`src/rtl/vwp_pkg.sv`:
```
package vwp_pkg;
  localparam int unsigned SAMPLE_W = 20;
  localparam int unsigned WORD_W   = 32;

  typedef logic [SAMPLE_W-1:0] sample_t;
  typedef logic [WORD_W-1:0]   word_t;

  typedef struct packed {
    word_t w0;
    word_t w1;
    logic  sof;
    logic  eol;
    logic  err;
  } group_t;

  // three samples -> two words, top nibble of w1 is pad
  function automatic group_t pack_group(sample_t a, sample_t b, sample_t c,
                                        logic sof, logic eol, logic err);
    group_t g;
    g.w0  = {b[11:0], a};
    g.w1  = {4'b0000, c, b[19:12]};
    g.sof = sof;
    g.eol = eol;
    g.err = err;
    return g;
  endfunction
endpackage

```
`src/rtl/vwp_line_track.sv`:
```
module vwp_line_track #(
  parameter int unsigned LINE_SAMPLES = 1920,
  parameter int unsigned FRAME_LINES  = 1080
) (
  input  logic clk_i,
  input  logic rst_ni,
  input  logic acc_i,
  input  logic sof_i,
  input  logic eol_i,
  output logic first_o,
  output logic line_zero_o,
  output logic len_bad_o
);
  localparam int unsigned CNT_W = $clog2(LINE_SAMPLES + 2);
  localparam int unsigned IDX_W = (FRAME_LINES > 1) ? $clog2(FRAME_LINES) : 1;
  localparam logic [CNT_W-1:0] CNT_LAST = CNT_W'(LINE_SAMPLES - 1);
  localparam logic [IDX_W-1:0] IDX_LAST = IDX_W'(FRAME_LINES - 1);

  logic [CNT_W-1:0] samp_cnt;
  logic [IDX_W-1:0] line_idx, cur_idx;

  assign first_o     = (samp_cnt == '0);
  assign cur_idx     = (first_o && sof_i) ? '0 : line_idx;
  assign line_zero_o = (cur_idx == '0);
  assign len_bad_o   = (samp_cnt != CNT_LAST);

  always_ff @(posedge clk_i or negedge rst_ni) begin
    if (!rst_ni) begin
      samp_cnt <= '0;
      line_idx <= '0;
    end else if (acc_i) begin
      if (eol_i) begin
        samp_cnt <= '0;
        line_idx <= (cur_idx == IDX_LAST) ? '0 : cur_idx + IDX_W'(1);
      end else begin
        if (samp_cnt != '1) samp_cnt <= samp_cnt + CNT_W'(1);
        line_idx <= cur_idx;
      end
    end
  end
endmodule

```
`src/rtl/vwp_group_acc.sv`:
```
module vwp_group_acc
  import vwp_pkg::*;
(
  input  logic    clk_i,
  input  logic    rst_ni,
  input  logic    acc_i,
  input  sample_t data_i,
  input  logic    eol_i,
  input  logic    line_first_i,
  input  logic    line_zero_i,
  input  logic    len_bad_i,
  output logic    grp_vld_o,
  output group_t  grp_o
);
  logic [1:0] phase;
  sample_t    s0_q, s1_q;
  sample_t    a, b, c;
  logic       sof_q, sof_now;

  assign sof_now   = (phase == 2'd0) ? (line_first_i && line_zero_i) : sof_q;
  assign grp_vld_o = acc_i && (eol_i || phase == 2'd2);

  always_comb begin
    case (phase)
      2'd0:    begin a = data_i; b = '0;     c = '0;     end
      2'd1:    begin a = s0_q;   b = data_i; c = '0;     end
      default: begin a = s0_q;   b = s1_q;   c = data_i; end
    endcase
    grp_o = pack_group(a, b, c, sof_now, eol_i, eol_i && len_bad_i);
  end

  always_ff @(posedge clk_i or negedge rst_ni) begin
    if (!rst_ni) begin
      phase <= 2'd0;
      s0_q  <= '0;
      s1_q  <= '0;
      sof_q <= 1'b0;
    end else if (acc_i) begin
      phase <= grp_vld_o ? 2'd0 : phase + 2'd1;
      if (phase == 2'd0) begin
        s0_q  <= data_i;
        sof_q <= sof_now;
      end
      if (phase == 2'd1) s1_q <= data_i;
    end
  end
endmodule

```
`src/rtl/vwp_out_stage.sv`:
```
module vwp_out_stage
  import vwp_pkg::*;
(
  input  logic   clk_i,
  input  logic   rst_ni,
  input  logic   load_i,
  input  group_t grp_i,
  input  logic   out_ready_i,
  output logic   free_o,
  output logic   out_valid_o,
  output word_t  out_data_o,
  output logic   out_sof_o,
  output logic   out_eol_o,
  output logic   out_err_o
);
  logic   vld, idx;
  group_t grp_q;

  assign free_o      = !vld || (idx && out_ready_i);
  assign out_valid_o = vld;
  assign out_data_o  = idx ? grp_q.w1 : grp_q.w0;
  assign out_sof_o   = vld && !idx && grp_q.sof;
  assign out_eol_o   = vld && idx && grp_q.eol;
  assign out_err_o   = vld && idx && grp_q.err;

  always_ff @(posedge clk_i or negedge rst_ni) begin
    if (!rst_ni) begin
      vld   <= 1'b0;
      idx   <= 1'b0;
      grp_q <= '0;
    end else if (load_i) begin
      vld   <= 1'b1;
      idx   <= 1'b0;
      grp_q <= grp_i;
    end else if (vld && out_ready_i) begin
      if (idx) vld <= 1'b0;
      idx <= ~idx;
    end
  end
endmodule

```
`src/rtl/vid_word_packer.sv`:
```
module vid_word_packer
  import vwp_pkg::*;
#(
  parameter int unsigned LINE_SAMPLES = 1920,
  parameter int unsigned FRAME_LINES  = 1080
) (
  input  logic        clk_i,
  input  logic        rst_ni,
  input  logic        in_valid_i,
  output logic        in_ready_o,
  input  logic [19:0] in_data_i,
  input  logic        in_sof_i,
  input  logic        in_eol_i,
  output logic        out_valid_o,
  input  logic        out_ready_i,
  output logic [31:0] out_data_o,
  output logic        out_sof_o,
  output logic        out_eol_o,
  output logic        out_err_o
);
  logic   acc, first, line_zero, len_bad, grp_vld, free;
  group_t grp;

  assign in_ready_o = free;
  assign acc        = in_valid_i && free;

  vwp_line_track #(
    .LINE_SAMPLES(LINE_SAMPLES),
    .FRAME_LINES (FRAME_LINES)
  ) u_track (
    .clk_i      (clk_i),
    .rst_ni     (rst_ni),
    .acc_i      (acc),
    .sof_i      (in_sof_i),
    .eol_i      (in_eol_i),
    .first_o    (first),
    .line_zero_o(line_zero),
    .len_bad_o  (len_bad)
  );

  vwp_group_acc u_acc (
    .clk_i       (clk_i),
    .rst_ni      (rst_ni),
    .acc_i       (acc),
    .data_i      (in_data_i),
    .eol_i       (in_eol_i),
    .line_first_i(first),
    .line_zero_i (line_zero),
    .len_bad_i   (len_bad),
    .grp_vld_o   (grp_vld),
    .grp_o       (grp)
  );

  vwp_out_stage u_out (
    .clk_i      (clk_i),
    .rst_ni     (rst_ni),
    .load_i     (grp_vld),
    .grp_i      (grp),
    .out_ready_i(out_ready_i),
    .free_o     (free),
    .out_valid_o(out_valid_o),
    .out_data_o (out_data_o),
    .out_sof_o  (out_sof_o),
    .out_eol_o  (out_eol_o),
    .out_err_o  (out_err_o)
  );
endmodule

```
`config.mk`:
```
export PLATFORM = sky130hd
export DESIGN_NAME = vid_word_packer
export DESIGN_NICKNAME = d
export VERILOG_FILES = /design/src/rtl/vwp_pkg.sv /design/src/rtl/vwp_line_track.sv /design/src/rtl/vwp_group_acc.sv /design/src/rtl/vwp_out_stage.sv /design/src/rtl/vid_word_packer.sv
export SDC_FILE = /design/constraint.sdc
export NUM_CORES = 1
export LEC_CHECK = 0
export ABC_AREA = 1
export BUFFER_PORTS_ARGS = -buffer_cell sky130_fd_sc_hd__buf_4
export CORE_MARGIN = 2
export CORE_UTILIZATION = 59
export DETAILED_ROUTE_END_ITERATION = 8
export PLACE_DENSITY = 0.82
export SLEW_MARGIN = 0
export SYNTH_ARGS = -nofsm -noshare
export SYNTH_HDL_FRONTEND = slang
export SYNTH_SLANG_ARGS = --single-unit
```
`constraint.sdc`:
```
create_clock -name clk_i -period 2.1 [get_ports clk_i]
set_input_delay 0.315 -clock clk_i [delete_from_list [all_inputs] [get_ports clk_i]]
set_output_delay 0.315 -clock clk_i [all_outputs]
set_load 0.05 [all_outputs]
```
After elaboration in Yosys (flattened, before gate mapping) --
Index checks and enable logic that the tools add are counted. Widths: inputs -> output; s select.
Operators by class: add/sub/neg operators 3, reductions and logical operators 27, mux-type cells 16, bitwise gates (word level) 1, eq/ne operators 5
Operators with widths (count):
- $mux 11 | 5
- $mux 20 | 2
- $pmux 20 s2 | 1
- $mux 32 | 1
- $add 11x1->11 const B | 2
- $logic_not 11->1 | 2
- $ne 11x11->1 const B | 2
- $logic_and 1x1->1 | 12
- $eq 11x11->1 const B | 1
- $reduce_and 2->1 | 4
- $mux 1 | 6
- $reduce_bool 2->1 | 3
- $add 2x1->2 const B | 1
- $eq 2x1->1 const B | 1
- $eq 2x2->1 const B | 1
- $logic_not 1->1 | 2
- $logic_not 2->1 | 1
- $logic_or 1x1->1 | 2
- $mux 2 | 1
- $reduce_or 2->1 | 1
- $not 1->1 | 1
Storage, ports and cells: word-level logic and storage cells 65, output and inout bits 37, flip-flop bits (word level) 130, bits of input ports 26

Longest topological paths before layout --
Gate-level depths: netlist of run 1.
word-level depth 6, mapped depth 12, gate-level depth less buffers 11

Modules after synthesis --
From an unflattened synthesis of run 1, not the netlist that was laid out.
Second synthesis, totals: cell total of the unflattened synthesis 926, area, all modules 7079.3 µm²
By module, submodules not included:
- vwp_out_stage | area each 3026.7 µm², cells an instance 371, sequential area each 1726.7 µm², instances 1
- vwp_group_acc | area each 2568.7 µm², cells an instance 359, sequential area each 1076.0 µm², instances 1
- vwp_line_track | area each 1476.4 µm², cells an instance 194, sequential area each 550.5 µm², instances 1
- vid_word_packer | area each 7.5 µm², cells an instance 2, sequential area each 0.0 µm², instances 1

Worst setup path before layout of run 1 --
OpenSTA, ideal clock, no wires.
path kind reg-to-output, start point register u_out.idx, end point output port out_eol_o, stages on the path, launching flop included 5, path buffers 2, arrival time 1.964 ns, data required time 1.785 ns, slack -0.179 ns, cell sequence dfrtp_1 clkbuf_1 inv_1 clkbuf_1 nor3_1
Between the ends: cells in the longest elaborated chain, start to end 2
RTL lines:
- from (decl) | line vwp_out_stage.sv:16 | logic vld, idx;
- from (signal assigned) | line vwp_out_stage.sv:37 | idx <= ~idx;
- $logic_and 1x1->1 (2 in a row) | line vwp_out_stage.sv:23 | assign out_eol_o = vld && idx && grp_q.eol;
- to (decl) | line vid_word_packer.sv:18 | output logic out_eol_o,
Every way passes these cells.

Worst setup path after layout of run 1 --
start point register u_out.idx, end point output port out_data_o[0]
Between the ends: cells in the longest elaborated chain, start to end 1
RTL lines:
- $mux 32 | line vwp_out_stage.sv:21 | assign out_data_o = idx ? grp_q.w1 : grp_q.w0;
- to (decl) | line vid_word_packer.sv:16 | output logic [31:0] out_data_o,
Every way passes these cells.

==> results of run 1 <==
[placed cells by master, fill, tap and decap left out, types with 13 or more instances in the layout]
cell type	netlist	routed
a22oi_1	20	20
buf_4	6	79
clkbuf_16	0	17
dfrtp_1	130	129
inv_1	84	83
inv_2	13	13
nand2_1	222	221
nand3_1	23	23
nor2_1	27	27
o21ai_0	113	95
o21ai_1	22	40
o31ai_1	19	19
[flip-flops by register name, summed over array words and instances (netlist names)]
signal / flops
u_out.grp_q: 63
u_track.samp_cnt: 11
u_out.idx: 1
u_acc.s1_q: 20
u_acc.sof_q: 1
u_acc.s0_q: 20
u_out.out_valid_o: 1
u_acc.phase: 2
u_track.line_idx: 11
[worst paths after layout]
check                                from                   to  slack [ns]  cells after the start
min reg2reg                u_acc.s1_q[11]       u_acc.s1_q[11]        0.49                      2
max reg2reg                     u_out.idx       u_out.grp_q[1]        0.12                      8
max in group asynchronous          rst_ni  u_track.line_idx[8]        1.27                      3
max                             u_out.idx        out_data_o[0]       0.001                      4
min in group asynchronous          rst_ni        u_acc.s0_q[4]        0.23                      2
min                          in_data_i[2]      u_out.grp_q[13]        0.08                      3
[power groups by stage]
stage | Combinational [W] | Clock, W | Sequential, W
finish | 0.00593 | 0.00341 | 0.00391
global route | 0.00642 | 0.00355 | 0.00399
CTS | 0.00571 | 0.00340 | 0.00388
detailed placement | 0.00549 | 0 | 0.00393
global placement | 0.00534 | 0 | 0.00389
floorplan | 0.00400 | 0 | 0.00379
[logic make-up (layout without fill, tap and decap cells)]
logic type / after synthesis / count (layout) / share of synthesized area (%)
buffers and inverters: 142 / 216 / 9.17
xor gates and xnor gates: 2 / 2 / 0.274
adders and majority gates: 5 / 5 / 0.979
and+or+nand+nor: 311 / 312 / 21.3
DFF: 130 / 130 / 50.9
AOI/OAI and AO/OA: 191 / 191 / 17.2
muxes: 1 / 1 / 0.176
[stage by stage]
step / util (%) / hold WS (ns) / cells / setup TNS, ns / power [W]
after CTS: 74.2 / 0.0796 / 989 / 0 / 0.0130
after global placement: 67.1 / 0.225 / 952 / 0 / 0.00923
after floorplan: - / 0.0194 / 782 / -0.357 / 0.00779
final: 74.9 / 0.0829 / 993 / 0 / 0.0132
after global routing: 74.9 / 0.0925 / 993 / -0.0504 / 0.0140
after detailed placement: 67.1 / 0.232 / 952 / 0 / 0.00942
[layout make-up]
class	count	area, sq um
Sequential cell	130	3250
Fill cell	752	2620
Multi-Input combinational cell	511	2580
Timing Repair Buffer	87	739
Clock buffer	20	455
Inverter	97	368
Clock inverter	12	228
Tap cell	136	170
[worst max-delay path, cell delays in order, from the launching register on]
cell and delay, ns:
dfrtp_2 0.43, buf_4 0.17, clkbuf_16 0.18, o21ai_0 0.23, buf_4 0.24
[what timing repair did]
item,CTS,global route
setup endpoints to repair,10,15
gates cloned,0,2
gates resized for setup,3,3
endpoints found under the hold margin,22,0
pin swaps,0,1
buffers inserted,4,2
hold buffers,1,0
[metal layers]
layer | GRT usage [%] | vias to the layer above
met4 | 9.80 | 0
met2 | 46.3 | 312
met3 | 7.84 | 36
met1 | 44.7 | 2739
li1 | - | 2664
met5 | 0 | -
==> flow_summary_export.csv, run 1 <==
group,metric,value,unit
synth,netlist_top_cells_count,"222 x nand2_1, 130 x dfrtp_1, 113 x o21ai_0",
power_and_ir_drop,p_sw_share,43.3,%
synth,seq_area_frac_synth,50.9,%
synth,syn_area,0.00639,sq mm
die,start_util,61.3,%
timing,tightestPinTransition,0.733,ns
worst_setup_path,required,1.78,ns
routing,drc,0,
synth,avgSynthCellArea,8.17,sq um
global_route,grt_start_max_net_pins,59,
routing,routed.top_layer,"met4",
worst_setup_path,cp.arrival,1.78,ns
timing,relSlewSlack,51.1,%
die,ios,63,
timing,fin_ws,0.00137,ns
finish,syn_to_final_growth,22.1,%
timing,setup_violations,0,
worst_setup_path,crit_path_start_kind,"register",
routing,via_count,5751,
clock_network,max-clock-path-buffers,2,
synth,ys_ff_latch,130,
worst_setup_path,crit_path_max_fanout,17,
flow_run,maxCapViolCount,0,
power_and_ir_drop,ir_drop,1.51,mV
worst_setup_path,setup.worst_path.class,"register to output port",
clock_network,clk_pin_slew_worst_paths,0.06,ns
place,dp_hpwl,10900,um
power_and_ir_drop,p_seq_share,29.5,%
global_route,grt_use_total,31.0,%
global_route,grt_pass1_vias,5509,
synth,yosysTopAreaCell,"dfrtp_1",
global_route,antenna_found_initial,0,
routing,m1WireLength,7400,um
die,die_area,0.0117,sq mm
synth,synth_area_leaders,"dfrtp_1 51%, nand2_1 13%, o21ai_0 8.9%, inv_1 4.9%, a22oi_1 2.4%",
clock_network,cts_tree,"built",
power_and_ir_drop,power.share.clock,25.7,%
place,place_area,0.00699,sq mm
clock_network,clock_latency,0.52,ns
power_and_ir_drop,power_frac_comb,44.8,%
routing,drt-total-wl,17300,um
timing,rsz0062_at_grt,"true",
global_route,globalRouteOverflowTotal,0,
place,pre_cts_ws,0.152,ns
finish,nets,875,
die,fp.dieH,108,um
timing,fin_crit_sh,99.9,%
timing,post-route-min-period,2.10,ns
global_route,grt_first_pass_wirelength,27700,um
finish,final_layout_size_suffix_gt1_share,19.7,%
timing,max_clock_freq,477,MHz
synth,synth-edff-count,0,
place,place.gp.congestion,0.907,
routing,first_iter_violations,604,
die,dieWidth,108,um
synth,syn_nets,813,
die,core_area,0.0104,sq mm
status,outcome,"finished clean",
clock_network,clock-root-buffer,"clkbuf_8",
hold_path,min_path_type,"primary input to register",
synth,synth_most_common_cell,"nand2_1",
clock_network,cts_buffers,17,
synth,synthCells,782,
timing,drv_slew,0,
finish,stdcell_area,0.00780,sq mm
synth,synth_warnings,0,
synth,synthDistinctLibCells,41,
timing,hold_viol,0,
routing,met3WireLength,1670,um
finish,diodes,0,
worst_setup_path,critPathCaptureType,"output port",
die,placementRows,37,
synth,async_flop_share,100,%
timing,fin_skew,0.00688,ns
routing,ant_nets,0,
place,portBuffers,62,
power_and_ir_drop,leakagePower,3.81,nW
routing,wl_per_cell,17.4,um
synth,yosysTopAreaCellShare,50.9,%
clock_network,htreeDepth,4,
routing,wl_met2,7880,um
clock_network,clock-sinks,130,
power_and_ir_drop,powerDensity,1700,mW/mm^2
synth,synth-main-ff-cell,"dfrtp_1",
routing,viasPerCell,5.79,
routing,drtPass1Iterations,5,
power_and_ir_drop,switchingPower,0.00573,W
power_and_ir_drop,internal-power,0.00751,W
(Power assumes the default switching activity.)
==> inputs of run 2 (changes only) <==
- CORE_UTILIZATION: 59 -> 60
- SYNTH_HIERARCHICAL: default -> 1
- clock period: 2.1 -> 2.36 ns (I/O delays scaled with it)
==> flow_summary_export.csv, run 2 <==
group,metric,value,unit
status,outcome,"finished clean",
synth,synthMuxAreaShare,0,%
global_route,globalRouteOverflowTotal,0,
worst_setup_path,reg2reg_slack,0.16,ns
hold_path,hold_start,"out_ready_i",
finish,final_cell_mix,"351 x nand2_1, 133 x dfrtp_1, 109 x o21ai_0",
die,start_util,61.7,%
timing,fin_skew,0.00743,ns
synth,synth_top_family_by_area,"simple AND/OR/NAND/NOR gates",
finish,nets,1012,
power_and_ir_drop,ir_drop,1.02,mV
worst_setup_path,max_stage_delay,0.38,ns
synth,yosysTopAreaCell,"dfrtp_1",
finish,syn_to_final_growth,15.8,%
synth,synth_area_leaders,"dfrtp_1 47%, nand2_1 19%, o21ai_0 7.7%, inv_1 5.5%, nand3_1 2.5%",
finish,diodes,0,
clock_network,cts_tree,"built",
timing,fin_ws,0.157,ns
place,place.gp.congestion,0.930,
finish,final_core_util,71.5,%
synth,seq_area_frac_synth,47.4,%
global_route,grt_pass1_vias,5792,
die,placementRows,39,
synth,synthDistinctLibCells,36,
die,dieWidth,113,um
clock_network,clock-sinks,134,
timing,drv_slew,0,
global_route,antenna_found_initial,0,
synth,netlist_top_cells_count,"354 x nand2_1, 134 x dfrtp_1, 109 x o21ai_0",
routing,drt-total-wl,17000,um
place,pre_cts_ws,0.138,ns
worst_setup_path,required,2.67,ns
synth,avgSynthCellArea,7.65,sq um
clock_network,clock_latency,0.43,ns
synth,synth_xor_area_share,1.24,%
synth,yosysTopAreaCellShare,47.4,%
place,place_area,0.00756,sq mm
timing,hold_viol,0,
timing,post-route-min-period,2.20,ns
worst_setup_path,cpMostUsedCell,"nand2_1",
synth,synth-main-ff-cell,"dfrtp_1",
clock_network,cts_buffers,17,
global_route,grt_first_pass_wirelength,28000,um
timing,setup_violations,0,
global_route,grt_start_max_net_pins,92,
clock_network,htreeDepth,4,
synth,async_flop_share,100,%
routing,first_iter_violations,639,
finish,largest-register,"u_out/grp_q",
clock_network,clock-root-buffer,"clkbuf_16",
synth,synth-edff-count,0,
synth,synth-simple-area-share,29.6,%
synth,synth_warnings,6,
synth,ys_ff_latch,134,
routing,via_count,6098,
global_route,grt_use_total,28.1,%
finish,top_regs,"u_out/grp_q (67), u_acc/s0_q (20), u_acc/s1_q (20)",
timing,tightestPinTransition,0.587,ns
routing,drc,0,
synth,synth_compound_area_share,9.70,%
worst_setup_path,path_cells,"inv_1 > ha_1 > nand2_1 > nor2_2 > nand3_4 > nand2_2 > inv_1 > ha_1 > nand2_1 > inv_1 > nand4_1 > nor2_4 > nand2_1 > xor2_1 > nand2_1 > nand2_1",
flow_run,maxCapViolCount,0,
die,ios,63,
hold_path,hold-path-cell-count,4,
timing,max_clock_freq,454,MHz
clock_network,clk_pin_slew_worst_paths,0.06,ns
timing,fin_crit_sh,93.4,%
place,dp_hpwl,10900,um
finish,mostFrequentLayoutCell,"nand2_1",
place,portBuffers,62,
worst_setup_path,crit_path_max_fanout,5,
worst_setup_path,r2r_start,"u_track/samp_cnt[0]",
synth,synthAdderAreaFrac,1.41,%
finish,final_layout_size_suffix_gt1_share,14.9,%
timing,tns,0,ns
worst_setup_path,crit_path_top_delay_cell,"dfrtp_1",
routing,wl_per_cell,15.0,um
finish,stdcell_count,1134,
power_and_ir_drop,leakagePower,4.19,nW
power_and_ir_drop,powerDensity,1470,mW/mm^2
worst_setup_path,reg2reg_to,"u_track/line_idx[8]",
worst_setup_path,critPathCaptureType,"register",
worst_setup_path,crit_path_start_kind,"register",
synth,syn_area,0.00708,sq mm
worst_setup_path,setup.worst_path.class,"register to register",
finish,stdcell_area,0.00820,sq mm
worst_setup_path,r2r_cells,16,
die,die_area,0.0127,sq mm
routing,ant_nets,0,
clock_network,max-clock-path-buffers,2,
synth,synth_most_common_cell,"nand2_1",
die,fp.dieH,113,um
routing,drtPass1Iterations,8,
synth,synthCells,926,
routing,viasPerCell,5.38,
hold_path,min_path_type,"primary input to register",
place,placed_cells,1097,
die,core_area,0.0115,sq mm
worst_setup_path,cp.arrival,2.51,ns
hold_path,worstHoldEndpoint,"u_out/idx",
finish,largest_reg_flops,67,
timing,relSlewSlack,60.5,%
-- run 2: cell types whose count changed after synthesis, moves of 11 or more --
cell      before  now
a22oi_1       20    0
nand3_1       23   36
o31ai_1       19    2
clkbuf_1      28   10
nand2_1      222  354
o21ai_1       22    6
and2_1         0   20
inv_2         13    2
buf_2          9   22
inv_1         84  104
-- run 2: how the worst max path moves through the flow --
stage                              startpoint                   to  depth (start not counted)
after floorplan             u_out/out_valid_o      u_out/grp_q[58]                         11
after global placement    u_track/samp_cnt[0]  u_track/line_idx[8]                         16
final                     u_track/samp_cnt[0]  u_track/line_idx[8]                         16
after global routing      u_track/samp_cnt[1]  u_track/line_idx[8]                         16
after CTS                 u_track/samp_cnt[0]  u_track/line_idx[8]                         16
after detailed placement  u_track/samp_cnt[0]  u_track/line_idx[8]                         16
-- run 2: through the flow --
step / total power [W] / hold slack [ns]
after floorplan: 0.00794 / 0.0584
after global placement: 0.00917 / 0.322
after detailed placement: 0.00932 / 0.320
after CTS: 0.0120 / 0.211
after global routing: 0.0128 / 0.244
final: 0.0120 / 0.222
-- run 2: repair_timing --
item | CTS | global route
buffers inserted | 0 | 3
resized for setup | 0 | 5
hold buffers | 1 | 0
endpoints found under the setup margin | 0 | 6
hold endpoints to repair | 46 | 0
-- run 2: logic make-up (layout without fill, tap and decap cells) --
group,after synthesis,after routing
AOI/OAI and AO/OA,131,131
xor gates and xnor gates,10,10
adders and majority gates,8,8
buffers and inverters,158,219
DFF,134,134
other,1,4
and+or+nand+nor,484,485
-- run 2: layout make-up --
| cell class | count | area [sq um] |
|---|---|---|
| well taps | 143 | 179 |
| repair buffers | 81 | 668 |
| fillers | 904 | 3270 |
| inverters | 106 | 398 |
| multi-input cells | 638 | 3020 |
| clock inverters | 10 | 103 |
| flip-flops and latches | 134 | 3350 |
| clock buffers | 22 | 474 |
-- run 2: per-layer routing --
metal / routed length, um / part of all wire (%) / vias up / GRT usage [%]
li1: - / - / 2966 / -
met3: 1150 / 6.8 / 37 / 6.43
met5: 0 / 0 / - / 0
met4: 415 / 2.4 / 0 / 10.6
met2: 8200 / 48 / 222 / 45.0
met1: 7240 / 43 / 2873 / 37.8
-- run 2: critical path: cells and delay by family, from the launching register on --
| family | cells | cell delay [ns] |
|---|---|---|
| flip-flops | 1 | 0.38 |
| buffers and inverters | 3 | 0.22 |
| XOR/XNOR | 1 | 0.15 |
| AND/OR/NAND/NOR | 10 | 1.02 |
| adder cells (fa/ha/maj) | 2 | 0.34 |
-- run 2: power breakdown --
| part | switching [W] | total [W] | internal, W |
|---|---|---|---|
| clock | 0.000958 | 0.00258 | 0.00162 |
| sequential | 0.000456 | 0.00369 | 0.00323 |
| combinational | 0.00400 | 0.00575 | 0.00175 |
| total | 0.00542 | 0.0120 | 0.00661 |
==> inputs of run 3 (changes only) <==
- ABC_AREA: 1 -> default
==> flow_summary_export.csv, run 3 <==
group,metric,value,unit
worst_setup_path,crit_buf_inv,1,
die,core_area,0.0114,sq mm
clock_network,max-clock-path-buffers,2,
routing,drtPass1Iterations,4,
die,start_util,61.3,%
finish,multi_input_area,0.00338,sq mm
power_and_ir_drop,p_seq_share,30.0,%
power_and_ir_drop,internal-power,0.00786,W
worst_setup_path,crit_path_start_kind,"register",
finish,largest_reg_flops,67,
global_route,grt_pass1_vias,5086,
worst_setup_path,setup.worst_path.class,"register to register",
place,dp_hpwl,10300,um
power_and_ir_drop,leakagePower,3.80,nW
synth,synth_warnings,6,
worst_setup_path,crit_path_max_fanout,5,
global_route,grt_use_total,26.9,%
global_route,grt_start_max_net_pins,46,
hold_path,min_path_type,"primary input to register",
die,dieWidth,112,um
routing,first_iter_violations,325,
finish,layout.area.seq,0.00335,sq mm
clock_network,cts_buffers,17,
routing,ant_nets,0,
finish,final_cell_mix,"134 x dfrtp_1, 130 x mux2_2, 79 x buf_4",
global_route,globalRouteOverflowTotal,0,
synth,syn_area,0.00697,sq mm
power_and_ir_drop,p_total,0.0127,W
synth,synth-edff-count,0,
timing,relSlewSlack,57.4,%
timing,max_clock_freq,436,MHz
timing,post-route-min-period,2.29,ns
worst_setup_path,cp.arrival,2.60,ns
worst_setup_path,path_cells,"inv_1 > ha_1 > nor4b_4 > nand4_1 > and2_4 > ha_1 > and4_1 > nand3_1 > nor2_1 > a32o_1",
timing,holdWs,0.184,ns
clock_network,clk_pin_slew_worst_paths,0.06,ns
place,place.gp.congestion,0.825,
synth,seq_area_frac_synth,48.1,%
finish,final_layout_size_suffix_gt1_share,44.4,%
routing,drc,0,
clock_network,cts_tree,"built",
synth,synth_most_common_cell,"dfrtp_1",
synth,yosysTopAreaCell,"dfrtp_1",
timing,setup_violations,0,
synth,netlist_top_cells_count,"134 x dfrtp_1, 130 x mux2_2, 34 x nand2_1",
die,fp.dieH,112,um
routing,viasPerCell,5.94,
global_route,grt_first_pass_wirelength,26200,um
synth,synth-main-ff-cell,"dfrtp_1",
status,outcome,"finished clean",
synth,synthDistinctLibCells,56,
finish,diodes,0,
timing,fin_crit_sh,97.1,%
synth,synth_area_leaders,"dfrtp_1 48%, mux2_2 21%, mux2_4 6.0%, and2_1 2.3%, nand2_1 1.8%",
clock_network,clock-sinks,134,
worst_setup_path,crit_family,"simple AND/OR/NAND/NOR gates",
worst_setup_path,crit_path_top_delay_cell,"dfrtp_1",
synth,async_flop_share,100,%
power_and_ir_drop,p_sw_share,38.3,%
hold_path,worstHoldEndpoint,"u_acc/s1_q[0]",
routing,via_count,4707,
place,portBuffers,62,
synth,ys_ff_latch,134,
worst_setup_path,r2r_cells,10,
hold_path,hold-path-cell-count,2,
finish,largest-register,"u_out/grp_q",
power_and_ir_drop,ir_drop,1.24,mV
flow_run,maxCapViolCount,0,
timing,fin_skew,0.0117,ns
synth,synthCells,569,
die,placementRows,39,
worst_setup_path,reg2reg_to,"u_track/line_idx[6]",
timing,hold_viol,0,
worst_setup_path,required,2.67,ns
finish,nFillCells,766,
power_and_ir_drop,switchingPower,0.00488,W
clock_network,clock_latency,0.43,ns
finish,mostFrequentLayoutCell,"dfrtp_1",
clock_network,htreeDepth,4,
power_and_ir_drop,power_frac_comb,47.4,%
timing,tightestPinTransition,0.633,ns
power_and_ir_drop,power.share.clock,22.6,%
global_route,antenna_found_initial,0,
finish,nets,670,
die,ios,63,
finish,top_regs,"u_out/grp_q (67), u_acc/s0_q (20), u_acc/s1_q (20)",
hold_path,hold_start,"in_data_i[0]",
timing,drv_slew,0,
worst_setup_path,cpMostUsedCell,"ha_1",
power_and_ir_drop,powerDensity,1530,mW/mm^2
worst_setup_path,reg2reg_slack,0.07,ns
clock_network,clock-root-buffer,"clkbuf_16",
synth,avgSynthCellArea,12.3,sq um
finish,syn_to_final_growth,19.1,%
timing,rsz0062_at_grt,"true",
routing,wl_per_cell,20.0,um
worst_setup_path,max_stage_delay,0.42,ns
worst_setup_path,r2r_start,"u_track/samp_cnt[1]",
synth,yosysTopAreaCellShare,48.1,%
die,die_area,0.0125,sq mm
worst_setup_path,critPathCaptureType,"register",
routing,drt-total-wl,15800,um
-- run 3: cell types whose count changed after synthesis, sizes merged, moves of 6 or more --
cell	previous run	this run
nand2	356	34
a22o	0	6
nor2	47	12
mux2	0	159
nor3	9	1
and4	0	6
nand4	7	14
o21ai	119	22
nand3	39	11
buf	40	28
inv	106	13
and2	20	26
xor2	7	0
nand2b	0	19
-- run 3: power groups by stage --
stage	Combinational (W)	Clock, W	Sequential [W]
final	0.00604	0.00288	0.00382
after global routing	0.00639	0.00304	0.00391
after CTS	0.00601	0.00293	0.00380
after detailed placement	0.00594	0	0.00382
after global placement	0.00580	0	0.00374
after floorplan	0.00457	0	0.00365
-- run 3: final cells by class --
| class | count | share of cell area [%] |
|---|---|---|
| repair buffers | 85 | 8.47 |
| multi-input cells | 385 | 40.6 |
| flip-flops and latches | 134 | 40.4 |
| clock inverters | 13 | 2.46 |
| clock buffers | 19 | 5.33 |
| inverters | 13 | 0.587 |
| well taps | 143 | 2.15 |
-- run 3: worst max-delay path by stage --
stage	from	endpoint	slack, ns	cells past startpoint
final	u_track/samp_cnt[1]	u_track/line_idx[6]	0.07	10
after global routing	u_track/samp_cnt[1]	u_out/grp_q[2]	-0.05	11
after CTS	u_track/samp_cnt[1]	u_track/line_idx[6]	0.08	10
after global placement	u_track/samp_cnt[1]	u_track/line_idx[6]	0.17	10
after floorplan	u_out/idx	u_track/samp_cnt[9]	-0.007	10
after detailed placement	u_track/samp_cnt[1]	u_track/line_idx[6]	0.08	10
-- run 3: cell families after synthesis --
kind of cell	after synthesis	synth area share (%)
AOI/OAI and AO/OA	61	5.74
xor gates and xnor gates	3	0.377
adders and majority gates	8	1.44
buffers and inverters	53	4.52
DFF	134	48.1
muxes	163	27.8
other	1	0.0538
and+or+nand+nor	146	12.0
-- run 3: per-layer routing --
layer	global-route usage (%)	vias to the layer above	share of wire, %
met5	0	-	0
met4	8.07	0	1.2
met3	7.29	19	3.8
met2	45.6	106	52
met1	33.8	2418	43
li1	-	2164	-
-- run 3: through the flow --
step / std cells / setup slack (ns) / setup TNS, ns / instance area, sq um / util, %
floorplan: 572 / -0.00705 / -0.00705 / 7020 / -
detailed placement: 757 / 0.0776 / 0 / 7610 / 67.0
global placement: 757 / 0.172 / 0 / 7610 / 67.0
CTS: 790 / 0.0752 / 0 / 8270 / 72.8
finish: 792 / 0.0683 / 0 / 8310 / 73.1
global route: 792 / -0.0534 / -0.142 / 8310 / 73.1
-- run 3: timing repair --
action,CTS,global route
hold endpoints to repair,42,0
gates resized for setup,0,4
hold buffers,1,0
setup endpoints to repair,0,5
setup buffers,0,2
